==> src/rtl/fpsv_pkg.sv <==
package fpsv_pkg;
  typedef enum logic [1:0] {CL_FIN, CL_ZERO, CL_INF, CL_NAN} fclass_e;
  localparam int XW     = 3;
  localparam int EX_INV = 0;
  localparam int EX_DZ  = 1;
  localparam int EX_OVF = 2;
endpackage

==> src/rtl/fpsv_classify.sv <==
module fpsv_classify
  import fpsv_pkg::*;
#(
  parameter int EXP_W = 8,
  parameter int MAN_W = 23
) (
  input  logic [EXP_W+MAN_W:0] x,
  output fclass_e              cls,
  output logic                 sgn
);
  logic [EXP_W-1:0] ex;
  logic [MAN_W-1:0] mn;
  assign ex  = x[MAN_W +: EXP_W];
  assign mn  = x[MAN_W-1:0];
  assign sgn = x[EXP_W+MAN_W];

  always_comb begin
    if (&ex)            cls = (|mn) ? CL_NAN : CL_INF;
    else if (ex == '0 && mn == '0) cls = CL_ZERO;
    else                cls = CL_FIN;
  end
endmodule

==> src/rtl/fpsv_special.sv <==
module fpsv_special
  import fpsv_pkg::*;
#(
  parameter int EXP_W = 8,
  parameter int MAN_W = 23,
  localparam int W = 1 + EXP_W + MAN_W
) (
  input  logic          op_div,
  input  logic          op_neg,
  input  fclass_e       a_cls,
  input  fclass_e       b_cls,
  input  logic          a_sgn,
  input  logic          b_sgn,
  input  logic          raw_ovf,
  input  logic          raw_sgn,
  input  logic [W-1:0]  raw_res,
  output logic [XW-1:0] cause,
  output logic [W-1:0]  dflt_res
);
  function automatic logic [W-1:0] inf_of(input logic s);
    return {s, {EXP_W{1'b1}}, {MAN_W{1'b0}}};
  endfunction
  function automatic logic [W-1:0] zero_of(input logic s);
    return {s, {(W-1){1'b0}}};
  endfunction
  function automatic logic [W-1:0] qnan();
    return {1'b0, {EXP_W{1'b1}}, 1'b1, {(MAN_W-1){1'b0}}};
  endfunction

  logic eb_sgn, xs;
  assign eb_sgn = b_sgn ^ op_neg;
  assign xs     = a_sgn ^ b_sgn;

  always_comb begin
    cause    = '0;
    dflt_res = raw_res;
    if (a_cls == CL_NAN || b_cls == CL_NAN) begin
      dflt_res = qnan();
    end else if (!op_div) begin
      if (a_cls == CL_INF && b_cls == CL_INF) begin
        if (a_sgn != eb_sgn) begin
          cause[EX_INV] = 1'b1;
          dflt_res      = qnan();
        end else begin
          dflt_res = inf_of(a_sgn);
        end
      end else if (a_cls == CL_INF) begin
        dflt_res = inf_of(a_sgn);
      end else if (b_cls == CL_INF) begin
        dflt_res = inf_of(eb_sgn);
      end else if (raw_ovf) begin
        cause[EX_OVF] = 1'b1;
        dflt_res      = inf_of(raw_sgn);
      end
    end else begin
      if ((a_cls == CL_INF && b_cls == CL_INF) ||
          (a_cls == CL_ZERO && b_cls == CL_ZERO)) begin
        cause[EX_INV] = 1'b1;
        dflt_res      = qnan();
      end else if (a_cls == CL_INF) begin
        dflt_res = inf_of(xs);
      end else if (b_cls == CL_INF) begin
        dflt_res = zero_of(xs);
      end else if (b_cls == CL_ZERO) begin
        cause[EX_DZ] = 1'b1;
        dflt_res     = inf_of(xs);
      end else if (a_cls == CL_ZERO) begin
        dflt_res = zero_of(xs);
      end else if (raw_ovf) begin
        cause[EX_OVF] = 1'b1;
        dflt_res      = inf_of(raw_sgn);
      end
    end
  end
endmodule

==> src/rtl/fpsv_status.sv <==
module fpsv_status
  import fpsv_pkg::*;
#(
  localparam int SW = 3 * XW
) (
  input  logic          clk,
  input  logic          rst_n,
  input  logic          op_valid,
  input  logic [XW-1:0] cause,
  input  logic          csr_wr,
  input  logic [SW-1:0] csr_wdata,
  output logic [XW-1:0] cause_q,
  output logic [XW-1:0] en_q,
  output logic [XW-1:0] sticky_q,
  output logic          trap_hit,
  output logic [XW-1:0] masked_new
);
  logic [XW-1:0] sticky_base;

  assign trap_hit    = op_valid & (|(cause & en_q));
  assign masked_new  = op_valid ? (cause & ~en_q) : '0;
  assign sticky_base = csr_wr ? csr_wdata[2*XW +: XW] : sticky_q;

  always_ff @(posedge clk) begin
    if (!rst_n) begin
      cause_q  <= '0;
      en_q     <= '0;
      sticky_q <= '0;
    end else begin
      sticky_q <= sticky_base | masked_new;
      if (csr_wr) en_q <= csr_wdata[XW +: XW];
      if (op_valid)    cause_q <= cause;
      else if (csr_wr) cause_q <= csr_wdata[XW-1:0];
    end
  end
endmodule

==> src/rtl/fpsv_handler.sv <==
module fpsv_handler
  import fpsv_pkg::*;
#(
  parameter int EXP_W = 8,
  parameter int MAN_W = 23,
  localparam int W  = 1 + EXP_W + MAN_W,
  localparam int SW = 3 * XW
) (
  input  logic          clk,
  input  logic          rst_n,
  input  logic          op_valid,
  input  logic [1:0]    op_kind,
  input  logic [W-1:0]  a_bits,
  input  logic [W-1:0]  b_bits,
  input  logic          raw_ovf,
  input  logic          raw_sgn,
  input  logic [W-1:0]  raw_res,
  input  logic          csr_wr,
  input  logic [SW-1:0] csr_wdata,
  output logic          res_valid,
  output logic [W-1:0]  res_bits,
  output logic          trap_req,
  output logic [SW-1:0] status
);
  fclass_e       a_cls, b_cls;
  logic          a_sgn, b_sgn;
  logic [XW-1:0] cause, cause_q, en_q, sticky_q, masked_new;
  logic [W-1:0]  dflt_res;
  logic          trap_hit;

  fpsv_classify #(.EXP_W(EXP_W), .MAN_W(MAN_W)) u_cls_a (
    .x(a_bits), .cls(a_cls), .sgn(a_sgn));
  fpsv_classify #(.EXP_W(EXP_W), .MAN_W(MAN_W)) u_cls_b (
    .x(b_bits), .cls(b_cls), .sgn(b_sgn));

  fpsv_special #(.EXP_W(EXP_W), .MAN_W(MAN_W)) u_spec (
    .op_div(op_kind[1]), .op_neg(op_kind[0] & ~op_kind[1]),
    .a_cls(a_cls), .b_cls(b_cls), .a_sgn(a_sgn), .b_sgn(b_sgn),
    .raw_ovf(raw_ovf), .raw_sgn(raw_sgn), .raw_res(raw_res),
    .cause(cause), .dflt_res(dflt_res));

  fpsv_status u_stat (
    .clk(clk), .rst_n(rst_n), .op_valid(op_valid), .cause(cause),
    .csr_wr(csr_wr), .csr_wdata(csr_wdata), .cause_q(cause_q),
    .en_q(en_q), .sticky_q(sticky_q), .trap_hit(trap_hit),
    .masked_new(masked_new));

  always_ff @(posedge clk) begin
    if (!rst_n) begin
      res_valid <= 1'b0;
      res_bits  <= '0;
      trap_req  <= 1'b0;
    end else begin
      res_valid <= op_valid;
      trap_req  <= trap_hit;
      if (op_valid) res_bits <= trap_hit ? '0 : dflt_res;
    end
  end

  assign status = {sticky_q, en_q, cause_q};
endmodule

==> config.mk <==
export PLATFORM = sky130hd
export DESIGN_NAME = fpsv_handler
export DESIGN_NICKNAME = d
export VERILOG_FILES = /design/src/rtl/fpsv_pkg.sv /design/src/rtl/fpsv_classify.sv /design/src/rtl/fpsv_special.sv /design/src/rtl/fpsv_status.sv /design/src/rtl/fpsv_handler.sv
export SDC_FILE = /design/constraint.sdc
export NUM_CORES = 1
export LEC_CHECK = 0
export BUFFER_PORTS_ARGS = -buffer_cell sky130_fd_sc_hd__buf_2
export CORE_ASPECT_RATIO = 1.4
export CORE_UTILIZATION = 43
export DETAILED_ROUTE_END_ITERATION = 16
export GPL_TIMING_DRIVEN = 0
export PLACE_DENSITY = 0.84
export SYNTH_ARGS = -nofsm -noshare
export SYNTH_HDL_FRONTEND = slang
export SYNTH_SLANG_ARGS = --single-unit
==> constraint.sdc <==
create_clock -name clk -period 3.5 [get_ports clk]
set_clock_uncertainty 0.05 [all_clocks]
set_input_delay 0.525 -clock clk [delete_from_list [all_inputs] [get_ports clk]]
set_output_delay 0.525 -clock clk [all_outputs]
set_load 0.02 [all_outputs]
* Yosys cells after proc, flatten, opt, wreduce, memory -nomap -nowiden *
Index checks and enable logic that the tools add are counted.

operators by class
  $add $sub $neg = 0
  multiply operators = 0
  div/mod/pow operators = 0
  magnitude comparators = 0
  eq/ne operators = 7
  shift operators = 0
  multiplexer cells = 40
  bitwise gates (word level) = 9
  reductions and logical operators = 16

operator list
  operator                                                         count
  32-bit two-way mux                                               13
  23-bit zero test                                                 2
  23-bit OR reduction                                              2
  1-bit two-way mux                                                17
  8-bit zero test                                                  2
  8-bit AND reduction                                              2
  3-bit two-way mux                                                5
  2-bit two-way mux                                                5
  2-bit == test, second input constant                             4
  3-bit bitwise AND                                                2
  2-bit by 1-bit == test with 1-bit output, second input constant  2
  1-bit logical AND                                                4
  3-bit inverter                                                   1
  3-bit bitwise OR                                                 1
  3-bit OR reduction                                               1
  1-bit bitwise AND                                                2
  1-bit logical OR                                                 2
  2-bit nonzero test                                               1
  1-bit XOR                                                        2
  1-bit != test                                                    1
  1-bit inverter                                                   1

storage, ports and cells
  bits in registers = 43
  bits in latches = 0
  memory bits (writable) = 0
  ROM bits = 0
  input port bits = 113
  memories kept = 0

* Depth between registers and ports, before layout *
  depth after elaboration = 16
  gate-level depth with buffers = 9
  gate-level depth less buffers = 8

* Modules after synthesis *
From an unflattened synthesis, not the netlist that was laid out.

second synthesis, totals
  cells, all modules = 302
  area, all modules = 2503.7 µm²

modules (own cells, without submodules)
  module         instances  cells each  area each (µm²)  sequential area each (µm²)
  fpsv_handler   1          147         1320.0           680.7
  fpsv_special   1          81          506.7            0.0
  fpsv_status    1          40          441.7            180.2
  fpsv_classify  2          17          117.6            0.0

* Worst setup path after synthesis *
OpenSTA, ideal clock, no wires.

  path kind = input -> register
  from = input port b_bits[4]
  to = register res_bits[25]
  setup time = 0.127 ns
  arrival = 2.440 ns
  required time = 3.323 ns
  setup slack = 0.883 ns
  cell stages on the path = 8
  path buffers = 1
  path through = or4_4 -> nor4_4 -> o311ai_1 -> nor4_2 -> a222oi_1 -> o21ai_4 -> buf_6 -> a211oi_2

between the ends
  cells in the longest elaborated chain, start to end = 15

RTL lines
  what                                      RTL line                                text
  start, declared                           fpsv_handler.sv:14                      input logic [W-1:0] b_bits,
  23-bit zero test                          fpsv_classify.sv:19                     else if (ex == '0 && mn == '0) cls = CL_ZERO;
  1-bit logical AND                         fpsv_classify.sv:19
  1-bit two-way mux                         fpsv_classify.sv:19
  2-bit two-way mux (*)                     fpsv_classify.sv:18                     if (&ex) cls = (|mn) ? CL_NAN : CL_INF;
  2-bit by 1-bit == test with 1-bit output  fpsv_special.sv:57, fpsv_special.sv:64
  1-bit two-way mux                         fpsv_special.sv:64                      end else if (b_cls == CL_ZERO) begin
  2-bit two-way mux                         fpsv_special.sv:62                      end else if (b_cls == CL_INF) begin
  2-bit two-way mux                         fpsv_special.sv:60                      end else if (a_cls == CL_INF) begin
  2-bit two-way mux                         fpsv_special.sv:56                      if ((a_cls == CL_INF && b_cls == CL_INF) ||
  1-bit two-way mux                         fpsv_special.sv:39                      end else if (!op_div) begin
  3-bit two-way mux                         fpsv_special.sv:37                      if (a_cls == CL_NAN || b_cls == CL_NAN) begin
  3-bit bitwise AND                         fpsv_status.sv:20                       assign trap_hit = op_valid & (|(cause & en_q));
  3-bit OR reduction                        fpsv_status.sv:20
  1-bit bitwise AND                         fpsv_status.sv:20
  32-bit two-way mux (*)                    fpsv_handler.sv:56                      if (op_valid) res_bits <= trap_hit ? '0 : dflt_res;
  end signal, assigned                      fpsv_handler.sv:56
  end, declared                             fpsv_handler.sv:21                      output logic [W-1:0] res_bits,

Every way passes the cells marked *; elsewhere a longest branch is shown, timed or not.
A chain may end at the register's enable or synchronous reset.

* Worst setup path after layout *
  from = input port a_bits[1]
  to = register res_bits[29]

between the ends
  cells in the longest elaborated chain, start to end = 16

RTL lines
  what                                      RTL line                                text
  start, declared                           fpsv_handler.sv:13                      input logic [W-1:0] a_bits,
  23-bit zero test                          fpsv_classify.sv:19
  1-bit logical AND                         fpsv_classify.sv:19
  1-bit two-way mux                         fpsv_classify.sv:19
  2-bit two-way mux (*)                     fpsv_classify.sv:18
  2-bit by 1-bit == test with 1-bit output  fpsv_special.sv:57, fpsv_special.sv:67
  1-bit two-way mux                         fpsv_special.sv:67                      end else if (a_cls == CL_ZERO) begin
  1-bit two-way mux                         fpsv_special.sv:64
  2-bit two-way mux                         fpsv_special.sv:62
  2-bit two-way mux                         fpsv_special.sv:60
  2-bit two-way mux                         fpsv_special.sv:56
  1-bit two-way mux                         fpsv_special.sv:39
  3-bit two-way mux                         fpsv_special.sv:37
  3-bit bitwise AND                         fpsv_status.sv:20
  3-bit OR reduction                        fpsv_status.sv:20
  1-bit bitwise AND                         fpsv_status.sv:20
  32-bit two-way mux (*)                    fpsv_handler.sv:56

Marks and branches as above.

==> metrics.md <==
| Metric | Value |
|---|---|
| Outcome | completed |
| DR vias/cell | 5.534 |
| Std cell rows | 32 |
| CTS Sinks | 43 |
| Clock tree buffer depth | 2 |
| DRT Pass-1 Iters | 4 |
| Final instance area | 3422 sq um |
| WS Path Type | in2reg |
| Share of cells above drive strength 1 | 0.4832 |
| Die Y | 91.74 um |
| CTS tree | done |
| Power share of the clock group | 0.285 |
| Post-Place Cells | 507 |
| Antenna Cells | 0 |
| CP Max Fanout | 10 |
| Int Pwr | 775.5 uW |
| Slowest stage delay, CP | 590 ps |
| 1st-iter DRT viols | 137 |
| Share of synthesized area spent on multiplexers | 0.05817 |
| Clock period minus worst slack | 2681 ps |
| Pin count of the biggest net entering global routing | 16 |
| Synth Warn # | 0 |
| GR Util met3 | 0.03234 |
| Hold Crit Class | in2reg |
| Pwr/cell area | 323.5 nW/um^2 |
| Top-level I/O count | 156 |
| Xor-xnor portion of the synthesized cell area | 0.007081 |
| Post-synthesis simple-gate area fraction | 0.3020 |
| Fraction of registers with async set/reset | 0 |
| Hold WS | 416.7 ps |
| Slew @ Worst Pin | 973.0 ps |
| Vias | 2850 |
| Sw Ratio | 0.2994 |
| Area grow syn2layout | 38.34% |
| First-pass GRT wire length | 11190 um |
| Syn nets | 399 |
| CTS Buf Count | 5 |
| Sequential power share | 0.477 |
| Starting Density | 0.4477 |
| Die area | 6064 sq um |
| Adder-Cell Fraction of Synth Area | 0.005058 |
| Synth area leaders | dfxtp_1 35%, a22oi_1 6.7%, nor2_2 5.6% |
| # Max-Cap Violations | 0 |
| Routed wire length | 7061 um |
| Psw | 331.5 uW |
| Die width | 66.10 um |
| Critical Path RT | 3670 ps |
| Post-synth top cells | 43 x dfxtp_1, 26 x nor2_1, 22 x a22oi_1, 22 x nor2_2, 18 x o21ai_0 |
| Post-DP HPWL | 5799 um |
| Setup TNS | 0 ps |
| Gr busiest metal | met2 |
| Number of global-route vias before repair | 2635 |
| Final Util | 0.6193 |
| Combinational family with the most area after synthesis | simple AND/OR/NAND/NOR gates |
| Startpoint types | primary input |
| Synth cell types | 53 |
| Post-CTS sizing | 0 |
| Final GP Congestion | 0.8347 |
| Final WS setup | 819.3 ps |
| Share of the synthesized area in the top cell type | 0.3480 |
| WP data arrival | 2850 ps |
| Most common cell in the netlist | dfxtp_1 |
| Post-CTS Setup Repair Bufs | 0 |
| Root buf cell | clkbuf_8 |
| Critical path cell sequence | buf_2 > nor4_1 > nand4_1 > o311ai_1 > nor4_2 > a222oi_1 > o21ai_4 > buf_6 > a211oi_2 |
| Initial antenna violation count | 0 |
| GR Util met2 | 0.4388 |
| Port-buffer cells | 154 |
| CP endpoint kind | flop |
| Clock insertion delay at the later pin of the skew report | 290 ps |
| Post-Syn Instances | 285 |
| Crit-path slowest cell | a222oi_1 |
| Fmax | 373.0 MHz |
| Fin. Hold Viols | 0 |
| Antenna-violating nets left | 0 |
| Total grt overflow | 0 |
| Dpl cell area | 3329 sq um |
| Seq cells post-synth | 43 |
| Cell Area, Synth | 2474 sq um |
| Fin cells | 515 |
| Leakage power | 1.597 nW |
| CP top delay family | compound AO/OA/AOI/OAI gates |
| Total GRT Usage | 0.2329 |
| Worst Path Buf+Inv | 2 |
| Seq/Total Area, Yosys | 0.3480 |
| Crit share post-route | 0.7659 |
| Commonest register cell after synthesis | dfxtp_1 |
| DRC | 0 |
| Synthesized-area fraction occupied by ao, oa, aoi and oai cells | 0.2332 |
| H-tree depth | 2 |
| Yosys top cell by area | dfxtp_1 |
| GR Util met1 | 0.2456 |
| Power Total | 1.107 mW |
| Worst slew margin | 0.3463 |
| Combinational share of power | 0.237 |
| RSZ-0062 raised after global routing | no |
| Nets | 560 |
| Mean post-synth cell area | 8.679 sq um |
| Average routed wire per standard cell | 13.71 um |
| Core ar. | 5525 sq um |
| CTS hold repair buffers | 0 |
| Pre-CTS WS | 479.5 ps |
| Slew Limit Fails | 0 |
| Number of synthesized flops with an enable pin | 0 |
| Count of final setup violators | 0 |
| Clock Pin Slew Worst Setup and Hold Paths | 90 ps |
| VDD IR max | 0.1456 mV |
==> sequential cells by signal, summed over array words and instances (netlist names) <==
register and cells:
res_bits 32, trap_req 1, res_valid 1, u_stat.cause_q 3, u_stat.en_q 3, u_stat.sticky_q 3
==> area by class of cell <==
cell class              instances  area, sq um
multi-input cells             220         1498
inverters                       2        7.507
flip-flops and latches         43        860.8
fillers                       476         2103
plain buffers                  20        107.6
repair buffers                154        770.7
clock inverters                 3        23.77
clock buffers                   5        68.82
well taps                      68        85.08
==> placed cells by master, fill, tap and decap left out, types with 3 or more instances in the layout <==
| cell type | synthesis | final |
|---|---|---|
| nor4_1 | 11 | 11 |
| mux2_2 | 3 | 3 |
| clkbuf_1 | 14 | 14 |
| mux2i_1 | 11 | 11 |
| a22oi_1 | 22 | 22 |
| a21oi_1 | 9 | 9 |
| nor3_1 | 13 | 13 |
| a211oi_2 | 6 | 6 |
| nor2b_1 | 3 | 3 |
| nand4_1 | 8 | 8 |
| o21ai_0 | 18 | 18 |
| and2_2 | 3 | 3 |
| o211a_1 | 3 | 3 |
| nand2_1 | 12 | 12 |
| and2_1 | 3 | 3 |
| clkbuf_8 | 0 | 5 |
| nor2_1 | 26 | 26 |
| buf_6 | 3 | 3 |
| buf_2 | 1 | 155 |
| a21boi_0 | 4 | 4 |
| or4_1 | 5 | 5 |
| dfxtp_1 | 43 | 43 |
| nor2_2 | 22 | 22 |
==> cell families after synthesis <==
logic type	count (synthesis)
multiplexers	14
AND/OR/NAND/NOR	125
adder cells (fa/ha/maj)	1
XOR/XNOR	2
flip-flops	43
AO/OA/AOI/OAI	78
buffers and inverters	22
==> worst paths after layout <==
kind / slack [ps] / end / start / cells after the start
max reg2reg: 1860 / res_bits[29] / u_stat.en_q[0] / 5
min: 420 / res_bits[11] / raw_res[11] / 3
min reg2reg: 430 / res_bits[22] / res_bits[22] / 2
max: 820 / res_bits[29] / a_bits[1] / 9
==> worst reg2reg max path: stages (launching register included) <==
cell and delay, ps:
dfxtp_1 360, and2_2 180, a222oi_1 510, o21ai_4 140, buf_6 190, a211oi_2 140
==> routing by layer <==
metal / wire (um) / part of all wire
met1: 2625 / 0.37
met2: 3831 / 0.54
met3: 477 / 0.068
met4: 127 / 0.018
met5: 0 / 0
==> power by group through the flow <==
stage | Sequential, mW | Combinational [mW] | Clock (mW)
after floorplan | 0.571 | 0.113 | 0
after global placement | 0.539 | 0.256 | 0
after global routing | 0.532 | 0.288 | 0.353
final | 0.529 | 0.263 | 0.316
after CTS | 0.529 | 0.264 | 0.327
after detailed placement | 0.540 | 0.263 | 0
No activity file was read; power rests on OpenSTA's default activity.
